$ cat src/rtl/pwm_ch_pkg.sv
package pwm_ch_pkg;
  typedef struct packed {
    logic en_pos;
    logic en_shdn;
  } pwm_flags_t;

  localparam pwm_flags_t FLAGS_OFF = '{en_pos: 1'b0, en_shdn: 1'b0};
endpackage

$ cat src/rtl/pwm_shadow_reg.sv
module pwm_shadow_reg
  import pwm_ch_pkg::*;
#(
  parameter int MATCH_W = 11
) (
  input  logic               clk,
  input  logic               rst_n,
  input  logic               load_i,
  input  logic [MATCH_W-1:0] match_i,
  input  pwm_flags_t         flags_i,
  output logic [MATCH_W-1:0] match_o,
  output pwm_flags_t         flags_o,
  output logic [MATCH_W-1:0] eff_match_o,
  output pwm_flags_t         eff_flags_o
);
  logic [MATCH_W-1:0] match_q, match_d;
  pwm_flags_t         flags_q, flags_d;

  always_comb begin
    match_d = match_q;
    flags_d = flags_q;
    if (load_i) begin
      match_d = match_i;
      flags_d = flags_i;
    end
  end

  always_ff @(posedge clk or negedge rst_n) begin
    if (!rst_n) begin
      match_q <= '0;
      flags_q <= FLAGS_OFF;
    end else begin
      match_q <= match_d;
      flags_q <= flags_d;
    end
  end

  assign match_o     = match_q;
  assign flags_o     = flags_q;
  assign eff_match_o = match_d;
  assign eff_flags_o = flags_d;

  // without a load the shadow settings hold
  assert_hold_R3: assert property (@(posedge clk) disable iff (!rst_n)
    !load_i |=> ($stable(match_q) && $stable(flags_q)));
  // a load takes the inputs
  assert_load_R2: assert property (@(posedge clk) disable iff (!rst_n)
    load_i |=> (match_q == $past(match_i)));
endmodule

$ cat src/rtl/pwm_compare.sv
module pwm_compare
  import pwm_ch_pkg::*;
#(
  parameter int MATCH_W = 11
) (
  input  logic [MATCH_W-1:0] count_i,
  input  logic [MATCH_W-1:0] match_i,
  input  pwm_flags_t         flags_i,
  output logic               drive_nxt_o,
  output logic               shdn_nxt_o
);
  logic below;

  always_comb begin
    below       = (count_i < match_i);
    drive_nxt_o = flags_i.en_pos & below;
    shdn_nxt_o  = ~flags_i.en_shdn;
  end
endmodule

$ cat src/rtl/pwm_out_stage.sv
module pwm_out_stage (
  input  logic clk,
  input  logic rst_n,
  input  logic drive_nxt_i,
  input  logic shdn_nxt_i,
  input  logic failsafe_i,
  output logic drive_o,
  output logic shdn_o
);
  logic drive_q, shdn_q;

  always_ff @(posedge clk or negedge rst_n) begin
    if (!rst_n) begin
      drive_q <= 1'b0;
      shdn_q  <= 1'b1;
    end else begin
      drive_q <= drive_nxt_i;
      shdn_q  <= shdn_nxt_i;
    end
  end

  always_comb begin
    drive_o = drive_q & ~failsafe_i;
    shdn_o  = shdn_q | failsafe_i;
  end

  // failsafe turns the leg off
  assert_failsafe_off_R8: assert property (@(posedge clk) disable iff (!rst_n)
    failsafe_i |-> (!drive_o && shdn_o));
  // the registered drive follows the compare result one edge later
  assert_drive_reg_R4: assert property (@(posedge clk) disable iff (!rst_n)
    !drive_nxt_i |=> !drive_q);
endmodule

$ cat src/rtl/pwm_shared_cnt_ch.sv
module pwm_shared_cnt_ch
  import pwm_ch_pkg::*;
#(
  parameter int MATCH_W = 11
) (
  input  logic               clk,
  input  logic               rst_n,
  input  logic               sync_i,
  input  logic               data_valid_i,
  input  logic               failsafe_i,
  input  logic               en_pos_i,
  input  logic               en_shdn_i,
  input  logic [MATCH_W-1:0] match_i,
  input  logic [MATCH_W-1:0] count_i,
  output logic               drive_o,
  output logic               shdn_o
);
  localparam logic [MATCH_W-1:0] CNT_TOP = {MATCH_W{1'b1}};

  logic               load;
  pwm_flags_t         in_flags, sh_flags, eff_flags;
  logic [MATCH_W-1:0] sh_match, eff_match;
  logic               drive_nxt, shdn_nxt;

  assign load     = sync_i & data_valid_i;
  assign in_flags = '{en_pos: en_pos_i, en_shdn: en_shdn_i};

  pwm_shadow_reg #(.MATCH_W(MATCH_W)) u_shadow (
    .clk(clk), .rst_n(rst_n), .load_i(load),
    .match_i(match_i), .flags_i(in_flags),
    .match_o(sh_match), .flags_o(sh_flags),
    .eff_match_o(eff_match), .eff_flags_o(eff_flags)
  );

  pwm_compare #(.MATCH_W(MATCH_W)) u_cmp (
    .count_i(count_i), .match_i(eff_match), .flags_i(eff_flags),
    .drive_nxt_o(drive_nxt), .shdn_nxt_o(shdn_nxt)
  );

  pwm_out_stage u_out (
    .clk(clk), .rst_n(rst_n),
    .drive_nxt_i(drive_nxt), .shdn_nxt_i(shdn_nxt),
    .failsafe_i(failsafe_i),
    .drive_o(drive_o), .shdn_o(shdn_o)
  );

  // zero threshold never drives
  assert_duty_zero_R5: assert property (@(posedge clk) disable iff (!rst_n)
    (!load && sh_match == '0) |=> !drive_o);
  // at the top counter value the drive is low
  assert_top_low_R5: assert property (@(posedge clk) disable iff (!rst_n)
    (count_i == CNT_TOP) |=> !drive_o);
  // disabled positive side stays low
  assert_pos_off_R6: assert property (@(posedge clk) disable iff (!rst_n)
    (!load && !sh_flags.en_pos) |=> !drive_o);
  // disabled leg keeps shutdown asserted
  assert_shdn_on_R7: assert property (@(posedge clk) disable iff (!rst_n)
    (!load && !sh_flags.en_shdn) |=> shdn_o);
  // enables accepted at a wrap govern the next output
  assert_apply_R9: assert property (@(posedge clk) disable iff (!rst_n)
    (load && !en_shdn_i) |=> shdn_o);
endmodule

$ cat config.mk
export PLATFORM = sky130hd
export DESIGN_NAME = pwm_shared_cnt_ch
export DESIGN_NICKNAME = d
export VERILOG_FILES = /design/src/rtl/pwm_ch_pkg.sv /design/src/rtl/pwm_shadow_reg.sv /design/src/rtl/pwm_compare.sv /design/src/rtl/pwm_out_stage.sv /design/src/rtl/pwm_shared_cnt_ch.sv
export SDC_FILE = /design/constraint.sdc
export NUM_CORES = 1
export LEC_CHECK = 0
export BUFFER_PORTS_ARGS = -buffer_cell sky130_fd_sc_hd__buf_2
export CORE_AREA = 2 2 45 47
export DETAILED_ROUTE_END_ITERATION = 8
export DIE_AREA = 0 0 47 49
export PLACE_DENSITY = 0.74
export SLEW_MARGIN = 10
export SYNTH_ARGS = -nofsm -noshare
export SYNTH_HDL_FRONTEND = slang
export SYNTH_SLANG_ARGS = --single-unit
$ cat constraint.sdc
create_clock -name clk -period 1.8 [get_ports clk]
set_input_delay 0.36 -clock clk [delete_from_list [all_inputs] [get_ports clk]]
set_output_delay 0.36 -clock clk [all_outputs]
set_load 0.05 [all_outputs]
# Word-level counts from Yosys, hierarchy flattened
# Index checks and enable logic that the tools add are counted.
[totals]
ff_bits = 15
input_bits = 29
output_inout_bits = 2
wordCells = 14
[classes]
n_lt_le_gt_ge = 1
mux = 2
bitwise_logic = 6
[op_table]
columns = ["cell", "count"]
rows = [
  ["< comparator 11 bit", 1],
  ["2-to-1 mux 11 bit", 1],
  ["bitwise AND 1 bit", 3],
  ["2-to-1 mux 2 bit", 1],
  ["inverter 1 bit", 2],
  ["bitwise OR 1 bit", 1],
]

# Depth between registers and ports, before layout
[depth]
word_depth = 4
mapped_depth = 9
depth_no_buf = 8

# Cells and area by module
# Synthesis repeated with hierarchy kept, for this count alone.
[hier_totals]
cells_unflattened = 68
area_unflattened_um2 = 853.3
[by_module_without_submodules]
columns = ["module", "instances", "cells_each", "area_per_inst_um2", "seq_area_each_um2"]
rows = [
  ["pwm_shadow_reg", 1, 27, 520.5, 325.3],
  ["pwm_compare", 1, 36, 260.2, 0.0],
  ["pwm_out_stage", 1, 4, 66.3, 51.3],
  ["pwm_shared_cnt_ch", 1, 1, 6.3, 0.0],
]

# Worst setup path after synthesis
# OpenSTA, ideal clock, no wires.
[synth_timing]
path_kind = "input to register"
from = "in sync_i"
to = "reg u_out.drive_q"
setup_time_ns = 0.123
arrival_ns = 1.785
required_time_ns = 1.677
path_slack_ns = -0.108
cell_stages = 9
n_path_buf = 1
path_cell_list = "nand2_2 buf_6 mux2_2 inv_1 ha_1 nand4_1 or3_1 a211oi_2 nor4_1"
[synth_via]
elab_chain_cells = 4
word_cells_on_any_way = 5
classes_between = "order compare (1); mux (2); bitwise (2)"
[synth_lines]
columns = ["item", "line_no", "text"]
rows = [
  ["start, declared", "pwm_shared_cnt_ch.sv:8", "input logic sync_i,"],
  ["bitwise AND 1 bit", "pwm_shared_cnt_ch.sv:25", "assign load = sync_i & data_valid_i;"],
  ["2-to-1 mux 11 bit", "pwm_shadow_reg.sv:22", "if (load_i) begin"],
  ["net eff_match[8]", "pwm_shared_cnt_ch.sv:22", "logic [MATCH_W-1:0] sh_match, eff_match;"],
  ["< comparator 11 bit", "pwm_compare.sv:15", "below = (count_i < match_i);"],
  ["bitwise AND 1 bit", "pwm_compare.sv:16", "drive_nxt_o = flags_i.en_pos & below;"],
  ["net drive_nxt", "pwm_shared_cnt_ch.sv:23", "logic drive_nxt, shdn_nxt;"],
  ["end signal, assigned", "pwm_out_stage.sv:17", "drive_q <= drive_nxt_i;"],
  ["end, declared", "pwm_out_stage.sv:10", "logic drive_q, shdn_q;"],
]
# The timed path passes the listed nets, and every way through them passes these cells.

# Worst setup path after layout
[layout_timing]
from = "in sync_i"
to = "reg u_out.drive_q"
[layout_via]
elab_chain_cells = 4
word_cells_on_any_way = 5
classes_between = "order compare (1); mux (2); bitwise (2)"
[layout_lines]
columns = ["item", "line_no"]
rows = [
  ["bitwise AND 1 bit (*)", "pwm_shared_cnt_ch.sv:25"],
  ["2-to-1 mux 11 bit", "pwm_shadow_reg.sv:22"],
  ["< comparator 11 bit", "pwm_compare.sv:15"],
  ["bitwise AND 1 bit (*)", "pwm_compare.sv:16"],
  ["net drive_nxt", "pwm_shared_cnt_ch.sv:23"],
]
# Mark *: on every way through the listed nets, which the timed path passes. The rest lies on a longest branch.

==> results.py <==
metrics = {
    "clock_network": {
        "clk_pin_slew_ps": 90,
        "clk_latency_ps": 280,
        "postCtsHoldBufs": 1,
        "postCtsSetupBuffers": 0,
        "htreeDepth": 1,
        "ctsResizeCount": 0,
        "cts_root_buffer": "clkbuf_4",
        "cts_made_buffers": 3,
        "cts_tree": "built",
        "clockBufferDepth": 2,
        "cts_num_sinks": 15,
    },
    "critical_path": {
        "cp.required_ps": 1970,
        "endpoint_kind": "register",
        "worstSetupStartpoint": "sync_i",
        "cp-start-kind": "input pin",
        "rrSetupSlack_ps": 170,
        "reg2reg_depth": 7,
        "r2r_start": "u_shadow.match_o[6]",
        "crit_end": "u_out.drive_q",
        "worstSetupPathType": "input pin to register",
        "r2r_end": "u_out.drive_q",
        "path_max_fanout": 6,
        "crit_arrival_ps": 1840,
    },
    "die": {
        "core_area_sq_um": 1840,
        "fp.dieArea_sq_um": 2300,
        "fp.dieH_um": 49,
        "dieWidth_um": 47,
        "start_util_pct": 43.6,
        "fp-row-count": 16,
        "io_pins": 31,
    },
    "pwr": {
        "p_leak_uw": 0.000640,
        "report.power.total_uw": 846,
        "power_switching_share_pct": 28.7,
        "sequentialPowerShare_pct": 47.7,
        "p_sw_uw": 242,
        "p_clk_share_pct": 22.1,
        "share_comb_of_total_power_pct": 30.2,
        "vdd_ir_drop_max_mv": 0.464,
        "p_int_uw": 603,
        "powerDensity_nw_per_um2": 762,
    },
    "worst_hold_path": {
        "hold_path.class": "input pin to register",
    },
    "synth": {
        "synth-main-ff-cell": "dfrtp_1",
        "synth_edf_count": 0,
        "synth_largest_area_cell": "dfrtp_1",
        "synth-seq-cells": 15,
        "seq_area_frac_synth_pct": 46.9,
        "async_flop_share_pct": 100,
        "yosysTopAreaCellShare_pct": 43.6,
        "synth_area_leaders": "dfrtp_1 44%, ha_1 16%, mux2i_1 11%",
        "synth_nets": 107,
        "synthCells": 68,
        "yosys_warnings": 0,
        "avgSynthCellArea_sq_um": 11.8,
        "synth_cell_types": 22,
        "syn_area_sq_um": 803,
    },
    "sta": {
        "period_needed_ps": 1670,
        "worst_slew_pin_slew_ps": 316,
        "slew-limit-headroom_pct": 78.9,
        "timing_hold_violations_final": 0,
        "fmax_mhz": 599,
        "min_period_over_period_pct": 92.7,
        "rsz0062_at_grt": "false",
        "setup_viol": 0,
        "holdWs_ps": 231,
        "slew_viol_final": 0,
        "skew_ps": 1.43,
    },
    "place": {
        "place_inst": 134,
        "dpl.hpwl_um": 1400,
        "postPlaceCellArea_sq_um": 1070,
        "gp_congestion": 0.680,
        "port_buffers": 30,
    },
    "detailed_routing": {
        "first_iter_violations": 8,
        "firstDrtPassIters": 3,
        "num_vias": 638,
        "drt-total-wl_um": 1560,
        "wire_per_inst_um": 11.2,
        "vias_per_cell": 4.59,
        "ant_nets": 0,
        "drc": 0,
    },
    "run": {
        "maxCapViolCount": 0,
    },
    "grt": {
        "grt_usage_pct": 16.4,
        "overflow": 0,
        "grt_pass1_wl_um": 2680,
        "grt_max_degree": 16,
        "antenna_found_initial": 0,
        "grt_pass1_vias": 674,
    },
    "finish": {
        "finalCoreUtilization_pct": 60.3,
        "drive_gt1_share_pct": 46.4,
        "synthToLayoutAreaGrowth_pct": 38.2,
        "fin_area_sq_um": 1110,
        "stdcell_count": 139,
        "num_antenna_cells": 0,
        "nNetsFinal": 152,
    },
    "run_status": {
        "status": "finished clean",
    },
}
[layout make-up]
| class | count | area [sq um] |
|---|---|---|
| clock buffers | 3 | 22.5 |
| clock inverters | 1 | 5.00 |
| fillers | 180 | 732 |
| inverters | 11 | 41.3 |
| multi-input cells | 41 | 383 |
| flip-flops and latches | 15 | 377 |
| well taps | 27 | 33.8 |
| repair buffers | 41 | 248 |
[synth_stat cells, types with 2 or more instances]
cell type,number
dfrtp_1,14
nor3_1,2
a21oi_1,2
nand4_1,2
mux2_2,3
inv_1,11
ha_1,10
mux2i_1,9
o21ai_0,2
[per-stage QoR]
stage                     TNS [ps]  worst slack, ps
final                            0              132
after CTS                        0              112
after global routing             0             7.13
after detailed placement      -188             -188
after floorplan                  0             25.9
after global placement        -119             -119
[power groups by stage]
stage                     clock, uW  sequential [uW]  combinational, uW
after floorplan                   0              405                153
after global placement            0              407                247
after detailed placement          0              411                258
after CTS                       194              404                262
after global routing            221              408                293
final                           187              404                255
[metal layers]
metal / vias to the layer above / wire, um / global-route usage [%]
met4: 0 / 34 / 6.94
met1: 292 / 580 / 16.5
li1: 324 / - / -
met3: 5 / 59 / 2.22
met5: - / 0 / 0
met2: 17 / 880 / 30.8
[registers in the layout, indices dropped and copies added (netlist names)]
name,cells
u_out.shdn_q,1
u_out.drive_q,1
u_shadow.match_o,11
u_shadow.flags_o,2
[worst min path at each step]
| stage | to | depth (start not counted) | slack [ps] | from |
|---|---|---|---|---|
| CTS | u_out.shdn_q | 2 | 230 | en_shdn_i |
| floorplan | u_out.drive_q | 0 | 60 | rst_n |
| global placement | u_shadow.match_o[3] | 1 | 270 | rst_n |
| detailed placement | u_shadow.match_o[3] | 1 | 270 | rst_n |
| finish | u_out.shdn_q | 2 | 230 | en_shdn_i |
| global route | u_out.shdn_q | 2 | 210 | en_shdn_i |
[worst max-delay path, cell delays in order]
cell and delay [ps]:
buf_2 110, nand2_4 110, buf_12 130, mux2i_1 260, ha_1 190, nand4_1 80, or3_1 390, a211oi_2 150
nor4_1 60
[cell families (layout without fill, tap and decap cells)]
group | Yosys count | in the layout | synth area share, %
buffers and inverters | 12 | 56 | 6.54
and+or+nand+nor | 11 | 11 | 7.79
muxes | 13 | 13 | 17.3
adders and majority gates | 10 | 10 | 15.6
DFF | 15 | 15 | 46.9
AOI/OAI and AO/OA | 7 | 7 | 5.92
[layout by cell type (no fill, tap or decap), types with 2 or more instances in the layout]
master	n
a21oi_1	2
buf_2	30
buf_4	9
clkbuf_4	3
dfrtp_1	14
ha_1	10
inv_1	11
mux2_2	2
mux2_4	2
mux2i_1	9
nand4_1	2
nor3_1	2
o21ai_0	2
Power figures use the tool's default switching activity.
